### config.mk
export PLATFORM = sky130hd
export DESIGN_NAME = ras_latch_array
export DESIGN_NICKNAME = d
export VERILOG_FILES = /design/src/rtl/ras_pkg.sv /design/src/rtl/ras_onehot_dec.sv /design/src/rtl/ras_addr_ctr.sv /design/src/rtl/ras_cell_array.sv /design/src/rtl/ras_latch_array.sv
export SDC_FILE = /design/constraint.sdc
export NUM_CORES = 1
export LEC_CHECK = 0
export ABC_AREA = 0
export BUFFER_PORTS_ARGS = -buffer_cell sky130_fd_sc_hd__buf_2
export CORE_MARGIN = 2
export CORE_UTILIZATION = 30
export CTS_CLUSTER_SIZE = 25
export DETAILED_ROUTE_END_ITERATION = 8
export PLACE_DENSITY_LB_ADDON = 0.1
export RECOVER_POWER = 100
export REMOVE_ABC_BUFFERS = 1
export SLEW_MARGIN = 15
export SYNTH_ARGS = -nofsm -noshare
export SYNTH_HDL_FRONTEND = slang
export SYNTH_SLANG_ARGS = --single-unit
### constraint.sdc
create_clock -name clk -period 2 [get_ports clk]
set_clock_uncertainty 0.05 [all_clocks]
set_input_delay 0.2 -clock clk [delete_from_list [all_inputs] [get_ports clk]]
set_output_delay 0.2 -clock clk [all_outputs]
set_load 0.05 [all_outputs]
### src/rtl/ras_pkg.sv
package ras_pkg;

    typedef enum logic {
        ADDR_PARALLEL = 1'b0,
        ADDR_SERIAL   = 1'b1
    } addr_src_e;

    typedef enum logic [1:0] {
        CTR_HOLD  = 2'd0,
        CTR_STEP  = 2'd1,
        CTR_SHIFT = 2'd2
    } ctr_op_e;

endpackage

### src/rtl/ras_onehot_dec.sv
module ras_onehot_dec #(
    parameter int unsigned OUTS = 4,
    localparam int unsigned W   = $clog2(OUTS)
) (
    input  logic [W-1:0]    code,
    output logic [OUTS-1:0] onehot
);

    for (genvar i = 0; i < OUTS; i++) begin : g_line
        assign onehot[i] = (code == W'(i));
    end

endmodule

### src/rtl/ras_addr_ctr.sv
module ras_addr_ctr
    import ras_pkg::*;
#(
    parameter int unsigned AW = 5
) (
    input  logic          clk,
    input  logic          rst_n,
    input  logic          step,
    input  logic          shift,
    input  logic          sin,
    output logic [AW-1:0] cnt_q
);

    typedef struct packed {
        logic [AW-1:0] cnt;
    } ctr_t;

    ctr_t    cur_q, nxt_d;
    ctr_op_e op;

    always_comb begin
        nxt_d = cur_q;
        // a step always beats a shift
        if (step)       op = CTR_STEP;
        else if (shift) op = CTR_SHIFT;
        else            op = CTR_HOLD;
        unique case (op)
            CTR_STEP:  nxt_d.cnt = cur_q.cnt + AW'(1);
            CTR_SHIFT: nxt_d.cnt = {cur_q.cnt[AW-2:0], sin};
            default:   nxt_d.cnt = cur_q.cnt;
        endcase
    end

    always_ff @(posedge clk or negedge rst_n) begin
        if (!rst_n) cur_q <= '0;
        else        cur_q <= nxt_d;
    end

    assign cnt_q = cur_q.cnt;

endmodule

### src/rtl/ras_cell_array.sv
module ras_cell_array #(
    parameter int unsigned ROWS = 4,
    parameter int unsigned COLS = 8,
    localparam int unsigned N   = ROWS * COLS
) (
    input  logic            clk,
    input  logic            rst_n,
    input  logic [ROWS-1:0] row_oh,
    input  logic [COLS-1:0] col_oh,
    input  logic            scan_wr,
    input  logic            scan_bit,
    input  logic            sys_en,
    input  logic [N-1:0]    func_d,
    output logic [N-1:0]    cell_sel,
    output logic [N-1:0]    state_q
);

    typedef struct packed {
        logic [N-1:0] bits;
    } arr_t;

    arr_t cur_q, nxt_d;

    for (genvar r = 0; r < ROWS; r++) begin : g_row
        for (genvar c = 0; c < COLS; c++) begin : g_col
            assign cell_sel[r*COLS + c] = row_oh[r] & col_oh[c];
        end
    end

    always_comb begin
        nxt_d = cur_q;
        if (scan_wr) begin
            nxt_d.bits = (cur_q.bits & ~cell_sel) | (cell_sel & {N{scan_bit}});
        end else if (sys_en) begin
            nxt_d.bits = func_d;
        end
    end

    always_ff @(posedge clk or negedge rst_n) begin
        if (!rst_n) cur_q <= '0;
        else        cur_q <= nxt_d;
    end

    assign state_q = cur_q.bits;

endmodule

### src/rtl/ras_latch_array.sv
module ras_latch_array
    import ras_pkg::*;
#(
    parameter int unsigned ROWS = 4,
    parameter int unsigned COLS = 8,
    localparam int unsigned XW  = $clog2(ROWS),
    localparam int unsigned YW  = $clog2(COLS),
    localparam int unsigned AW  = XW + YW,
    localparam int unsigned N   = ROWS * COLS
) (
    input  logic          clk,
    input  logic          rst_n,
    input  logic          addr_mode,
    input  logic [XW-1:0] row_addr,
    input  logic [YW-1:0] col_addr,
    input  logic          addr_shift,
    input  logic          addr_sin,
    input  logic          scan_wr,
    input  logic          scan_in,
    output logic          scan_out,
    input  logic          sys_en,
    input  logic [N-1:0]  func_d,
    output logic [N-1:0]  state_q
);

    logic            serial;
    logic [AW-1:0]   addr_cnt;
    logic [XW-1:0]   sel_row;
    logic [YW-1:0]   sel_col;
    logic [ROWS-1:0] row_oh;
    logic [COLS-1:0] col_oh;
    logic [N-1:0]    cell_sel;

    assign serial  = (addr_src_e'(addr_mode) == ADDR_SERIAL);
    assign sel_row = serial ? addr_cnt[AW-1:YW] : row_addr;
    assign sel_col = serial ? addr_cnt[YW-1:0]  : col_addr;

    ras_addr_ctr #(.AW(AW)) u_ctr (
        .clk   (clk),
        .rst_n (rst_n),
        .step  (serial & scan_wr),
        .shift (addr_shift),
        .sin   (addr_sin),
        .cnt_q (addr_cnt)
    );

    ras_onehot_dec #(.OUTS(ROWS)) u_xdec (.code(sel_row), .onehot(row_oh));
    ras_onehot_dec #(.OUTS(COLS)) u_ydec (.code(sel_col), .onehot(col_oh));

    ras_cell_array #(.ROWS(ROWS), .COLS(COLS)) u_cells (
        .clk      (clk),
        .rst_n    (rst_n),
        .row_oh   (row_oh),
        .col_oh   (col_oh),
        .scan_wr  (scan_wr),
        .scan_bit (scan_in),
        .sys_en   (sys_en),
        .func_d   (func_d),
        .cell_sel (cell_sel),
        .state_q  (state_q)
    );

    assign scan_out = |(state_q & cell_sel);

endmodule

* Word level (Yosys, flattened, before mapping) *
Cells that the tools add are included.

cells by class
  $add $sub $neg = 1
  equal/unequal tests = 12
  muxes and demuxes = 7
  bitwise operators = 38
  reduce and logical (&&, ||, !) cells = 5

operator list
  cell                 number
  $and 32x32->32       3
  $mux 32              2
  $and 1x1->1          33
  $not 32->32          1
  $or 32x32->32        1
  $reduce_or 32->1     1
  $eq 3x3->1 const B   4
  $pmux 5 s2           1
  $eq 2x2->1 const B   3
  $eq 3x2->1 const B   2
  $mux 2               3
  $add 5x1->5 const B  1
  $eq 2x1->1 const B   2
  $reduce_bool 2->1    2
  $eq 3x1->1 const B   1
  $logic_not 3->1      1
  $mux 3               1
  $logic_not 2->1      1

storage, ports and cells
  register bits after elaboration = 37

* Longest topological paths before layout *
Gate-level depths: netlist (run 1).

  depth in word-level cells = 7
  gate-level depth with buffers = 8
  gate-level depth less buffers = 6

* Hierarchy *
A second synthesis (run 1) with hierarchy kept.

unflattened totals
  cells, all modules = 283
  area total of the unflattened synthesis = 2612.5 um2

modules (own cells, without submodules)
  module                   instances  cells an instance  area each (um2)  seq. area each (um2)
  ras_cell_array           1          214                2004.4           800.8
  ras_addr_ctr             1          30                 296.5            125.1
  ras_latch_array          1          27                 220.2            0.0
  ras_onehot_dec (u_ydec)  1          8                  65.1             0.0
  ras_onehot_dec (u_xdec)  1          4                  26.3             0.0

* Least setup slack after synthesis (run 1) *
OpenSTA, ideal clock, no wires.

  kind = reg-to-output
  start point = reg (tool-made name)
  end point = out scan_out
  data arrival time = 2190 ps
  data required time = 1750 ps
  slack = -440 ps
  stages on the path, launching flop included = 6
  buffers on the path = 0
  cell sequence = dfrtp_1 > mux2_2 > a221o_1 > a32o_1 > nor4_2 > nand4_1

RTL lines
  element        line                   source
  end, declared  ras_latch_array.sv:20  output logic scan_out,

* Worst setup path after layout (run 1) *
  start point = reg u_ctr.cur_q (netlist bit u_ctr.cnt_q[3])
  end point = out scan_out

between the ends
  cells in the longest elaborated chain, start to end = 5
  elaborated cells on any way between the ends = 39
  classes of those cells = eq/ne (3); mux (1); bitwise (33); reduce/logical (2)

ends and longest elaborated chain
  element                             line                   source
  start, declared                     ras_addr_ctr.sv:18     ctr_t cur_q, nxt_d;
  start signal, assigned              ras_addr_ctr.sv:36     else cur_q <= nxt_d;
  $mux 2 *                            ras_latch_array.sv:35  assign sel_row = serial ? addr_cnt[AW-1:YW] : row_addr;
  $eq 2x1->1 (tied with other cells)  ras_onehot_dec.sv:10   assign onehot[i] = (code == W'(i));
  $and 1x1->1                         ras_cell_array.sv:26   assign cell_sel[r*COLS + c] = row_oh[r] & col_oh[c];
  $and 32x32->32 *                    ras_latch_array.sv:63  assign scan_out = |(state_q & cell_sel);
  $reduce_or 32->1 *                  ras_latch_array.sv:63

Mark *: on every way between the ends. The rest lies on a longest branch, timed or not.

==> flow_summary.yaml, run 1 <==
outcome:
  status: "finished with violations"
  violations: "setup timing"
cts:
  cts_num_sinks: 37
  clk_pin_slew_ps: 80
  cts_tree: "yes"
  cts-root-buf: "clkbuf_8"
  numCtsBuffers: 5
  clk_path_buf_depth: 2
  htreeDepth: 2
  clock_latency_ps: 290
synth:
  ys_types: 42
  synthesis.area_sq_mm: 0.00280
  synth_common_cells: "nand2_1, a21oi_1, mux2i_1"
  synth_seq_cells: 37
  yosysSeqAreaShare_pct: 33.1
  synth_area_leaders: "dfrtp_1, mux2i_1, a211oi_1"
  async_reset_ff_share_pct: 100
  ys_warn_count: 0
  synth_top_area_share_pct: 33.1
  syn_area_per_cell_sq_um: 8.50
  yosys.cell_count.top_type: "nand2_1"
  yosysTopAreaCell: "dfrtp_1"
  netlist_instances: 329
  synth-edff-count: 0
  ys.flop_type: "dfrtp_1"
place:
  gp_congestion: 0.817
  dp_cells: 541
  io_buffers: 77
  pre_cts_slack_ps: -265
  hpwl_mm: 6.49
worst_setup_path:
  crit_path_frequent_cell: "buf_6"
  worst-path-stages: 8
  worstSetupStartpointType: "register"
  critPathArrivalTime_ps: 2300
  critical_path.cell_chain: "and3b_1, or2_4, buf_6, a22o_4, a22o_1, nor4_2, nand4_1, buf_6"
  endpoint_kind: "output port"
  critPathTopFamily: "simple AND/OR/NAND/NOR gates"
  critPathMaxStageDelay_ps: 390
  regToRegSetupSlack_ps: 120
  required_ps: 1750
  r2r_start: "u_ctr.cnt_q[1]"
  crit_slowest_cell: "dfrtp_1"
  worst-path-buf-inv: 2
  endpoint: "scan_out"
  rr_worst_depth: 7
  crit_fanout: 4
  crit_type: "register to output port"
  crit_start: "u_ctr.cnt_q[3]"
pwr:
  comb_power_share_pct: 50.3
  total_power_uw: 3170
  leakage_uw: 0.00168
  vdd_ir_drop_max_mv: 0.314
  p_int_uw: 1770
  clockPowerShare_pct: 17.9
  p_switching_uw: 1390
  seq_power_share_pct: 31.8
  powerDensity_mw_per_mm2: 863
  switching_share_pct: 44.0
die:
  initial_core_util_pct: 30.6
  die_h_um: 101
  row_count: 35
  fp.coreArea_sq_mm: 0.00915
  die_w_um: 101
  die_area_sq_mm: 0.0101
  ios: 78
route:
  ant_nets: 0
  vias_per_cell: 5.25
  drc_errors: 0
  via_count: 2908
  firstDrtPassIters: 5
  wl_met2_mm: 3.84
  route.met3.wl_um: 403
  wl_met1_mm: 4.29
  avgRoutedWirePerCell_um: 15.6
  highest_layer: "met4"
  first_iter_violations: 94
  wl_mm: 8.64
timing:
  slew_violations: 0
  rsz0062_at_grt: "true"
  fmax_mhz: 393
  fin_crit_ps: 2550
  tightest_slew_ps: 983
  whs_ps: 116
  hold_viol: 0
  min_period_over_period_pct: 127
  final-setup-viol-count: 1
  worst_slack_ps: -547
  slew_headroom_pct: 34.5
finish:
  layout.nets: 488
  fin_cells: 554
  drive_gt1_share_pct: 24.6
  fin_util_pct: 40.1
  antenna_cells: 0
  area_growth_pct: 31.2
global_route:
  antenna_found_initial: 0
  track_usage_pct: 17.5
  grt_max_degree: 65
  overflow: 0
  grt_pass1_vias: 2677
  grt_pass1_wl_mm: 14.0
min_path:
  hp-class: "primary input to register"
  hold_path_depth: 3
run:
  drv_cap: 0
power groups by stage:
stage	logic, uW	registers (uW)	clock network [uW]
2_1_floorplan	593	1330	0
3_5_place_dp	1580	1020	0
6_report	1590	1010	565
5_1_grt	1720	1030	618
3_3_place_gp	1580	1020	0
4_1_cts	1660	1010	594
kinds of logic (layout without fill, tap and decap cells):
group / Yosys count / after routing / share of synthesized area, %
adder cells (fa/ha/maj): 1 / 1 / 0.447
AO/OA/AOI/OAI: 107 / 107 / 26.4
buffers and inverters: 33 / 147 / 5.32
flip-flops: 37 / 37 / 33.1
AND/OR/NAND/NOR: 112 / 112 / 20.7
multiplexers: 39 / 39 / 14.0
worst min path at each step:
stage / startpoint / endpoint
6_report: addr_sin / u_ctr.cnt_q[0]
4_1_cts: addr_sin / u_ctr.cnt_q[0]
2_1_floorplan: rst_n / asynchronous set/reset pin
3_3_place_gp: rst_n / asynchronous set/reset pin
3_5_place_dp: rst_n / asynchronous set/reset pin
5_1_grt: func_d[27] / register
repair_timing:
action,4_1_cts,5_1_grt
hold buffers,1,0
pin swaps,7,2
setup buffers,4,0
gates resized for setup,7,0
endpoints found under the setup margin,1,1
hold endpoints to repair,37,0
per-stage QoR:
step / cell area, sq um / TNS, ps
3_3_place_gp: 3600 / -267
3_5_place_dp: 3600 / -265
4_1_cts: 3760 / -601
6_report: 3670 / -547
5_1_grt: 3670 / -829
2_1_floorplan: 2660 / -440
cell type report:
| cell class | instances | area [sq um] |
|---|---|---|
| Clock buffer | 6 | 82.6 |
| Multi-Input combinational cell | 259 | 1740 |
| Inverter | 4 | 15.0 |
| Timing Repair Buffer | 135 | 754 |
| Tap cell | 111 | 139 |
| Fill cell | 998 | 5480 |
| Sequential cell | 37 | 926 |
| Clock inverter | 2 | 13.8 |
metal layers:
layer,track usage [%],vias up
met1,25.4,1376
met3,3.12,14
met4,4.21,0
met2,26.8,81
met5,0,-
li1,-,1437
worst register-to-register path: stages, from the launching register on:
cell      delay (ps)
dfrtp_1          460
clkbuf_1         320
nand2_1          160
o32ai_2          270
buf_4            210
nand2_1           60
mux2i_1          150
a21oi_1           90
cell usage in the layout (no fill, tap or decap), types with 2 or more instances in the layout:
master,instances
a32o_1,3
clkbuf_1,43
clkbuf_2,3
nand2b_1,9
a211oi_1,33
nand3_1,3
o21ai_0,2
o32ai_1,3
nand4_1,2
inv_1,4
nor2_1,10
o22ai_1,5
clkbuf_8,6
buf_4,39
a22o_1,5
mux2i_1,38
nor2b_1,34
dfrtp_1,37
a22o_4,2
buf_6,2
nor3_1,3
nand2_1,41
a22oi_1,4
a21oi_1,40
buf_2,45
Note: power is estimated with default switching activity, not from simulation.
==> inputs of run 2 (changes only) <==
Clock period 2 ns to 2.97 ns, I/O delays scaled along.
==> flow_summary.yaml, run 2 (same netlist as run 1, synthesis figures left out) <==
timing:
  fin_crit_ps: 2820
  slew_violations: 38
  rsz0062_at_grt: "false"
  tns_ps: 0
  hold_viol: 0
  tightest_slew_ps: 2110
  fmax_mhz: 355
  min_period_over_period_pct: 94.9
  final-setup-viol-count: 0
  slew_headroom_pct: -40.6
finish:
  final_cell_mix: "buf_2, nand2_1, a21oi_1"
  area_growth_pct: 18.2
  fin_cells: 508
  layout.nets: 442
  final_common_cell: "buf_2"
  drive_gt1_share_pct: 17.1
  fillerInstances: 1012
  stdcell_area_sq_mm: 0.00331
  antenna_cells: 0
worst_setup_path:
  r2r_start: "u_ctr.cnt_q[3]"
  crit_start: "u_ctr.cnt_q[3]"
  critPathArrivalTime_ps: 2470
  endpoint: "scan_out"
  regToRegSetupSlack_ps: 1110
  rr_worst_depth: 6
  endpoint_kind: "output port"
  required_ps: 2620
  worstSetupStartpointType: "register"
  crit_type: "register to output port"
  crit_fanout: 13
global_route:
  track_usage_pct: 16.8
  antenna_found_initial: 0
  grt_pass1_wl_mm: 13.5
  overflow: 0
  grt_max_degree: 41
  grt_pass1_vias: 2601
die:
  die_h_um: 101
  die_w_um: 101
  die_area_sq_mm: 0.0101
  ios: 78
  row_count: 35
  fp.coreArea_sq_mm: 0.00915
  initial_core_util_pct: 30.6
place:
  io_buffers: 77
  gp_congestion: 0.762
  placed_area_sq_mm: 0.00328
  dp_cells: 500
  hpwl_mm: 5.95
run:
  drv_cap: 1
pwr:
  total_power_uw: 1920
  leakage_uw: 0.00144
  powerDensity_mw_per_mm2: 582
  vdd_ir_drop_max_mv: 0.190
route:
  first_iter_violations: 75
  firstDrtPassIters: 4
  avgRoutedWirePerCell_um: 16.3
  wl_mm: 8.27
  ant_nets: 0
  via_count: 2680
  vias_per_cell: 5.28
  drc_errors: 0
cts:
  cts_tree: "yes"
  post_cts_buffers: 0
  post_cts_resized: 0
  cts_num_sinks: 37
  cts-root-buf: "clkbuf_8"
  clk_pin_slew_ps: 80
  htreeDepth: 2
  clock_latency_ps: 280
  clk_path_buf_depth: 2
  numCtsBuffers: 5
  postCtsHoldBufs: 0
min_path:
  hp-class: "primary input to register"
  min-delay-start: "addr_sin"
outcome:
  status: "finished with violations"
  violations: "capacitance limit, slew limit"
run 2: per-stage QoR:
| stage | hold slack, ps | utilization, % | worst slack [ps] |
|---|---|---|---|
| floorplan | -48.6 | - | 433 |
| global route | 227 | 36.1 | 29.1 |
| finish | 217 | 36.1 | 150 |
| global placement | 418 | 35.8 | 334 |
| CTS | 93.2 | 36.8 | 39.7 |
| detailed placement | 420 | 35.8 | 331 |
run 2: how the worst min path moves through the flow:
stage | depth (start not counted) | endpoint
floorplan | 0 | asynchronous set/reset pin
global placement | 1 | u_ctr.cnt_q[2]
detailed placement | 1 | asynchronous set/reset pin
CTS | 1 | asynchronous set/reset pin
global route | 3 | register
finish | 3 | u_ctr.cnt_q[0]
run 2: cell type report:
class	count	area (sq um)	share of cell area, %
Timing Repair Buffer	89	415	12.6
Clock inverter	2	15.0	0.454
Clock buffer	6	72.6	2.19
Multi-Input combinational cell	259	1720	52.1
Inverter	4	15.0	0.454
Tap cell	111	139	4.20
Sequential cell	37	927	28.0
run 2: worst max-delay path, cell delays in order, from the launching register on:
cell	delay [ps]
dfrtp_1	460
and3b_1	230
or2_4	320
a221o_1	310
a32o_1	220
nor4_2	270
nand4_1	140
buf_2	240
run 2: where the power goes:
| group | total, uW | switching, uW | internal [uW] | leakage (uW) |
|---|---|---|---|---|
| Combinational | 850 | 569 | 281 | 0.000989 |
| Sequential | 713 | 128 | 585 | 0.000417 |
| Clock | 361 | 195 | 166 | 0.0000374 |
run 2: metal layers:
layer | track usage [%] | wire length (um) | up-vias
li1 | - | - | 1337
met1 | 24.6 | 4230 | 1279
met2 | 25.7 | 3650 | 60
met3 | 2.84 | 309 | 4
met4 | 4.00 | 71 | 0
met5 | 0 | 0 | -
==> inputs of run 3 (changes only) <==
Settings changed: SYNTH_HIERARCHICAL from default to 1.
==> flow_summary.yaml, run 3 <==
die:
  ios: 78
  initial_core_util_pct: 30.4
  die_area_sq_mm: 0.00947
  die_w_um: 97.3
  die_h_um: 97.3
  fp.coreArea_sq_mm: 0.00859
  row_count: 34
synth:
  synth_top_area_share_pct: 35.4
  ys_warn_count: 6
  ys_types: 34
  yosysSeqAreaShare_pct: 35.4
  synth_common_cells: "nand3_1, dfrtp_1, nand2_1"
  yosys.cell_count.top_type: "nand3_1"
  ys.flop_type: "dfrtp_1"
  synthesis.area_sq_mm: 0.00261
  yosysTopAreaCell: "dfrtp_1"
  syn_area_per_cell_sq_um: 9.23
  synth-edff-count: 0
  netlist_instances: 283
  synth_area_leaders: "dfrtp_1, a22oi_2, nand3_1"
  synth_seq_cells: 37
  async_reset_ff_share_pct: 100
timing:
  final-setup-viol-count: 0
  tightest_slew_ps: 2090
  fin_crit_ps: 2860
  slew_headroom_pct: -39.2
  tns_ps: 0
  slew_violations: 71
  rsz0062_at_grt: "false"
  hold_viol: 0
  fmax_mhz: 350
  worst_slack_ps: 114
  min_period_over_period_pct: 96.2
route:
  firstDrtPassIters: 4
  ant_nets: 0
  wl_mm: 8.38
  avgRoutedWirePerCell_um: 17.6
  via_count: 2486
  drc_errors: 0
  vias_per_cell: 5.23
  first_iter_violations: 113
run:
  drv_cap: 2
worst_setup_path:
  endpoint_kind: "output port"
  regToRegSetupSlack_ps: 1250
  required_ps: 2620
  critPathArrivalTime_ps: 2510
  worstSetupStartpointType: "register"
  crit_type: "register to output port"
  critPathMaxStageDelay_ps: 570
  crit_slowest_cell: "or4_4"
  critical_path.cell_chain: "mux2_4, nor3b_1, buf_4, and2_1, a22oi_2, nand4_1, or4_4, buf_6"
  crit_fanout: 8
  worst-path-buf-inv: 2
  critPathTopFamily: "simple AND/OR/NAND/NOR gates"
min_path:
  hp-class: "primary input to register"
place:
  hpwl_mm: 5.80
  placed_area_sq_mm: 0.00308
  dp_cells: 462
  pre_cts_slack_ps: 64.4
  io_buffers: 77
  gp_congestion: 0.749
global_route:
  track_usage_pct: 17.6
  grt_max_degree: 38
  overflow: 0
  grt_pass1_wl_mm: 13.4
  grt_pass1_vias: 2521
  antenna_found_initial: 0
finish:
  final_cell_mix: "nand3_1, buf_2, nand2_1"
  stdcell_area_sq_mm: 0.00315
  drive_gt1_share_pct: 29.4
  antenna_cells: 0
  area_growth_pct: 20.7
  fin_cells: 475
  final_common_cell: "nand3_1"
  layout.nets: 413
  fin_util_pct: 36.7
cts:
  cts_num_sinks: 37
  htreeDepth: 2
  clock_latency_ps: 290
  cts_tree: "yes"
  cts-root-buf: "clkbuf_8"
  postCtsHoldBufs: 0
  clk_pin_slew_ps: 70
  clk_path_buf_depth: 2
  numCtsBuffers: 5
outcome:
  violations: "capacitance limit, slew limit"
  status: "finished with violations"
pwr:
  leakage_uw: 0.00137
  seq_power_share_pct: 35.3
  comb_power_share_pct: 46.0
  p_switching_uw: 905
  p_int_uw: 1050
  powerDensity_mw_per_mm2: 621
  switching_share_pct: 46.2
  vdd_ir_drop_max_mv: 0.200
  clockPowerShare_pct: 18.7
[run 3: path summary, 6_finish.rpt]
check | cells past startpoint | start | end
max in group asynchronous | 1 | rst_n | u_ctr/cnt_q[3]
min in group asynchronous | 1 | rst_n | asynchronous set/reset pin
setup / recovery | 8 | u_ctr/cnt_q[2] | scan_out
hold / removal | 3 | func_d[12] | register
hold reg to reg | 2 | register | register
setup reg to reg | 7 | u_ctr/cnt_q[4] | register
[run 3: timing repair]
item / 4_1_cts / 5_1_grt
gates resized for setup: 6 / 9
endpoints found under the setup margin: 1 / 1
setup buffers: 4 / 1
gates cloned: 0 / 1
pin swaps: 1 / 3
[run 3: metrics by stage]
stage / total power [uW] / hold WS [ps]
floorplan: 1270 / -48.6
global placement: 1560 / 427
detailed placement: 1560 / 434
CTS: 1980 / 114
global route: 2070 / 183
finish: 1960 / 187
[run 3: cell families after synthesis]
logic type	Yosys count	synth area share, %
compound gates	58	22.7
fa+ha+maj	1	0.479
buf+inv	23	6.56
flops	37	35.4
mux	6	2.54
simple gates	158	32.3
[run 3: cell type report]
class | instances | area (sq um)
fillers | 966 | 5440
multi-input cells | 224 | 1510
flip-flops and latches | 37 | 927
repair buffers | 96 | 488
well taps | 108 | 135
clock buffers | 7 | 86.3
inverters | 3 | 11.3
[run 3: per-layer routing]
layer | wire length, um | part of all wire, % | GRT usage [%] | vias up
met5 | 0 | 0 | 0 | -
met4 | 133 | 1.6 | 5.02 | 0
met3 | 390 | 4.7 | 3.45 | 14
li1 | - | - | - | 1210
met2 | 3810 | 45 | 27.5 | 77
met1 | 4050 | 48 | 24.8 | 1185
[run 3: worst register-to-register path: cells and delay by family (launching register included)]
| kind | cells | cell delay [ps] |
|---|---|---|
| simple gates | 3 | 500 |
| flops | 1 | 420 |
| mux | 1 | 330 |
| buf+inv | 2 | 310 |
| compound gates | 1 | 50 |
[run 3: power by group through the flow]
stage	Combinational [uW]	Sequential (uW)	Clock [uW]
floorplan	332	940	0
global placement	852	705	0
detailed placement	859	703	0
CTS	905	687	385
global route	966	708	398
finish	900	691	367
